File: src/rtl/maj3.sv
module maj3 (
  input  logic a,
  input  logic b,
  input  logic c,
  output logic y
);
  assign y = (a & b) | (a & c) | (b & c);

  always_comb begin
    AST_MAJ_CLAMP: assert (a || (y == (b & c)));
  end
endmodule

File: src/rtl/erode_cross.sv
module erode_cross #(
  parameter int IMG_W = 64,
  parameter int IMG_H = 48
) (
  input  logic clk,
  input  logic rst_n,
  input  logic in_valid,
  input  logic in_pix,
  input  logic in_sof,
  output logic out_valid,
  output logic out_pix,
  output logic out_sof,
  output logic out_eol
);
  localparam int CW = $clog2(IMG_W);
  localparam int RW = $clog2(IMG_H);
  localparam int FW = $clog2(IMG_W + 1);
  localparam int DL = 2 * IMG_W + 1;

  logic [DL-1:0] hist;
  logic [CW-1:0] col_q, eff_c, ctr_c;
  logic [RW-1:0] row_q, eff_r, ctr_r;
  logic          fl_on;
  logic [FW-1:0] fl_cnt;

  assign eff_c = in_sof ? '0 : col_q;
  assign eff_r = in_sof ? '0 : row_q;

  logic last_c, last_r, primed, interior;
  assign last_c = (eff_c == CW'(IMG_W - 1));
  assign last_r = (eff_r == RW'(IMG_H - 1));
  assign primed = (eff_r > RW'(1)) || ((eff_r == RW'(1)) && (eff_c != '0));
  assign ctr_c  = (eff_c != '0) ? eff_c - CW'(1) : CW'(IMG_W - 1);
  assign ctr_r  = (eff_c != '0) ? eff_r - RW'(1) : eff_r - RW'(2);
  assign interior = (ctr_r != '0) && (ctr_r != RW'(IMG_H - 1)) &&
                    (ctr_c != '0) && (ctr_c != CW'(IMG_W - 1));

  logic t_n, t_s, t_e, t_w, t_c;
  assign t_s = hist[0];
  assign t_e = hist[IMG_W-1];
  assign t_c = hist[IMG_W];
  assign t_w = hist[IMG_W+1];
  assign t_n = hist[2*IMG_W];

  logic and_ns, and_ew, and_4, and_5;
  maj3 u_and_ns (.a(t_n),    .b(t_s),    .c(1'b0), .y(and_ns));
  maj3 u_and_ew (.a(t_e),    .b(t_w),    .c(1'b0), .y(and_ew));
  maj3 u_and_4  (.a(and_ns), .b(and_ew), .c(1'b0), .y(and_4));
  maj3 u_and_5  (.a(and_4),  .b(t_c),    .c(1'b0), .y(and_5));

  always_ff @(posedge clk) begin
    if (!rst_n) begin
      hist      <= '0;
      col_q     <= '0;
      row_q     <= '0;
      fl_on     <= 1'b0;
      fl_cnt    <= '0;
      out_valid <= 1'b0;
      out_pix   <= 1'b0;
      out_sof   <= 1'b0;
      out_eol   <= 1'b0;
    end else begin
      out_valid <= 1'b0;
      out_pix   <= 1'b0;
      out_sof   <= 1'b0;
      out_eol   <= 1'b0;
      if (fl_on) begin
        out_valid <= 1'b1;
        out_eol   <= (fl_cnt == '0) || (fl_cnt == FW'(IMG_W));
        fl_cnt    <= fl_cnt + FW'(1);
        if (fl_cnt == FW'(IMG_W)) fl_on <= 1'b0;
      end else if (in_valid) begin
        hist <= {hist[DL-2:0], in_pix};
        if (last_c) begin
          col_q <= '0;
          row_q <= last_r ? '0 : eff_r + RW'(1);
        end else begin
          col_q <= eff_c + CW'(1);
          row_q <= eff_r;
        end
        if (last_c && last_r) begin
          fl_on  <= 1'b1;
          fl_cnt <= '0;
        end
        if (primed) begin
          out_valid <= 1'b1;
          out_pix   <= interior ? and_5 : 1'b0;
          out_sof   <= (ctr_r == '0) && (ctr_c == '0);
          out_eol   <= (ctr_c == CW'(IMG_W - 1));
        end
      end
    end
  end

  AST_SOF_CORNER_ZERO: assert property (@(posedge clk) disable iff (!rst_n)
    out_sof |-> (out_valid && !out_pix));
  AST_EOL_ZERO: assert property (@(posedge clk) disable iff (!rst_n)
    out_eol |-> !out_pix);
  AST_FLUSH_ZERO: assert property (@(posedge clk) disable iff (!rst_n)
    fl_on |=> (out_valid && !out_pix && !out_sof));
  AST_NO_OUT_AT_SOF: assert property (@(posedge clk) disable iff (!rst_n)
    (in_valid && in_sof && !fl_on) |=> !out_valid);
  AST_IDLE_NO_OUT: assert property (@(posedge clk) disable iff (!rst_n)
    (!in_valid && !fl_on) |=> !out_valid);
endmodule

File: config.mk
export PLATFORM = sky130hd
export DESIGN_NAME = erode_cross
export DESIGN_NICKNAME = d
export VERILOG_FILES = /design/src/rtl/maj3.sv /design/src/rtl/erode_cross.sv
export SDC_FILE = /design/constraint.sdc
export NUM_CORES = 1
export LEC_CHECK = 0
export ABC_CLOCK_PERIOD_IN_PS = 4000
export BUFFER_PORTS_ARGS = -buffer_cell sky130_fd_sc_hd__buf_2
export CAP_MARGIN = 15
export CORE_MARGIN = 5
export CORE_UTILIZATION = 25
export CTS_BUF_LIST = sky130_fd_sc_hd__clkbuf_4 sky130_fd_sc_hd__clkbuf_8
export DETAILED_ROUTE_END_ITERATION = 8
export PLACE_DENSITY = 0.51
export SLEW_MARGIN = 20
export SYNTH_ARGS = -nofsm -noshare
export SYNTH_HDL_FRONTEND = slang
export SYNTH_SLANG_ARGS = --single-unit
File: constraint.sdc
create_clock -name clk -period 4 [get_ports clk]
set_clock_uncertainty 0.15 [all_clocks]
set_input_delay 1.2 -clock clk [delete_from_list [all_inputs] [get_ports clk]]
set_output_delay 1.2 -clock clk [all_outputs]
set_load 0.005 [all_outputs]
==> flow_summary.ini <==
[clock_tree]
clkTransAtPathRegs_ns = 0.09
cts_max_level = 4
cts-resized-gates = 0
cts_hold_buf = 0
worstSkewPairLatency_ns = 0.43
clockBufferDepth = 2
cts_tree = done
cts_setup_buffers = 0
cts_root_buffer = clkbuf_8
cts.sinks = 153
numCtsBuffers = 17

[final_layout]
n_antenna_cell = 0
fin_nets = 760
layout_commonest_cell = nand2_1
syn_to_final_growth_pct = 11.78
multi_input_area_mm2 = 0.002967
regArea_mm2 = 0.003063
n_fill_cell = 2734
layout_common_cells = nand2_1 (281), dfxtp_1 (153), a21boi_0 (131)
drive_gt1_frac = 0.06992

[synth]
synth.avg_cell_area_um2 = 8.209
synth_cell_type_count = 47
synthFlopType = dfxtp_1
synth_async_sr_flop_share = 0
ys_seq_elements = 153
ys_seq_area_frac = 0.4865
yosys_warnings = 0
netlist_area_mm2 = 0.006296
synth_edf_count = 0
syn_inst = 767
synth_nets = 781

[power]
power_mw = 2.908
powerDensity_mw_per_mm2 = 413.2
ir_drop_v = 0.0001828
power.static_leakage_nw = 2.273

[worst_setup_path]
path_cells = buf_2, inv_1, nand2_1, ha_1, xor2_1, o21ai_0, nand4_1, a2111o_1, mux2i_1, a31oi_1
crit_type = in2reg
cp_slowest_cell = a2111o_1
cpPeakStageDelay_ns = 0.40
cp_max_fo = 12
startpoint_type = input pin
cp-end-kind = flip-flop
required_ns = 4.16
critPathArrivalTime_ns = 3.09

[floorplan]
die_area_mm2 = 0.02846
die_width_um = 168.7
rows = 58
core_mm2 = 0.02496
initial_core_util = 0.2522
fp.dieH_um = 168.7
io_pins = 9

[sta]
slew_headroom = 0.5624
tightestPinTransition_ns = 0.6563
finalCritPeriodShare = 0.7331
worst_slack_ns = 1.068
max_freq_mhz = 341.0
period_needed_ns = 2.932
slew_viol_final = 0
finalHoldViolations = 0
setup_viol = 0
fin_tns_setup_ns = 0
rsz0062_at_grt = no

[placement]
globalplace.congestion = 0.8205
dp_hpwl_um = 6403
numPortBuffers = 8
dp_worst_setup_slack_ns = 0.6371

[global_routing]
grt_pass1_vias = 4308
grt_max_degree = 110
track_usage = 0.08136
grt_pass1_wl_um = 19690
grt_overflow = 0
antenna_found_initial = 0

[routing]
detail_route.wl_per_cell_um = 10.46
drt_first_pass_iters = 4
avgViaCountPerCell = 4.332
drt_wl_total_um = 11380
drc = 0
num_vias = 4713
drtIter0Drc = 381
ant_nets = 0

[worst_hold_path]
hold_path_class = reg2reg

[status]
status = completed

[job]
cap_violations = 0
==> registers in the layout (all words and copies together), names as in the netlist <==
signal / flops
col_q: 6
hist: 129
out_sof: 1
out_valid: 1
row_q: 6
fl_on: 1
out_pix: 1
out_eol: 1
fl_cnt: 7
==> power breakdown <==
part           switching, mW  leakage, nW  total [mW]  internal, mW
clock                  0.577        0.205        1.26         0.680
sequential           0.00370         1.23        1.53          1.52
combinational         0.0835        0.836       0.123        0.0392
==> cell usage after synthesis, drive strengths merged, types with 5 or more instances <==
cell / count / share of area
a21boi: 132 / 0.16
a21oi: 14 / 0.011
buf: 11 / 0.0099
clkbuf: 44 / 0.029
dfxtp: 153 / 0.49
ha: 9 / 0.018
inv: 9 / 0.0054
nand2: 282 / 0.17
nand3: 10 / 0.0079
nand4: 5 / 0.0050
nor2: 13 / 0.0081
nor2b: 11 / 0.011
nor3: 8 / 0.0064
o21ai: 20 / 0.016
or3: 5 / 0.0058
==> final timing paths <==
| check | start | end | slack (ns) | cells past startpoint |
|---|---|---|---|---|
| worst min register to register | hist[86] | hist[87] | 0.30 | 2 |
| worst min-delay path | hist[86] | hist[87] | 0.30 | 2 |
| worst max-delay path | in_sof | out_pix | 1.07 | 10 |
| worst max register to register | row_q[0] | out_pix | 1.54 | 9 |
==> routing by layer <==
metal,up-vias,global-route usage,wire [um]
met5,-,0,0
met4,0,0.02541,122
met3,9,0.02756,363
met2,35,0.1300,5043
met1,2188,0.1039,5854
li1,2481,-,-
==> cells by family after synthesis <==
| family | synth area share |
|---|---|
| flops | 0.4865 |
| xor+xnor | 0.005565 |
| compound gates | 0.2091 |
| buf+inv | 0.04471 |
| simple gates | 0.2331 |
| fa+ha+maj | 0.01789 |
| mux | 0.003180 |
==> layout make-up <==
type | count | share of cell area
clock buffers | 17 | 0.03324
well taps | 330 | 0.05867
inverters | 9 | 0.004800
flip-flops and latches | 153 | 0.4352
clock inverters | 14 | 0.02773
repair buffers | 15 | 0.01884
multi-input cells | 550 | 0.4215
==> critical path: cells and delay by family <==
kind / cells / cell delay, ns
AOI/OAI and AO/OA: 3 / 0.67
xor gates and xnor gates: 1 / 0.16
adders and majority gates: 1 / 0.27
buffers and inverters: 2 / 0.37
muxes: 1 / 0.14
and+or+nand+nor: 2 / 0.28
==> through the flow <==
step | util | hold slack, ns | cell area (um^2) | instances
after global routing | 0.2819 | 0.3307 | 7038 | 1088
after global placement | 0.2647 | 0.2985 | 6609 | 1057
after CTS | 0.2819 | 0.3085 | 7038 | 1088
after detailed placement | 0.2647 | 0.3046 | 6609 | 1057
final | 0.2819 | 0.3042 | 7038 | 1088
after floorplan | - | 0.2912 | 6296 | 767
Power figures use the tool's default switching activity.
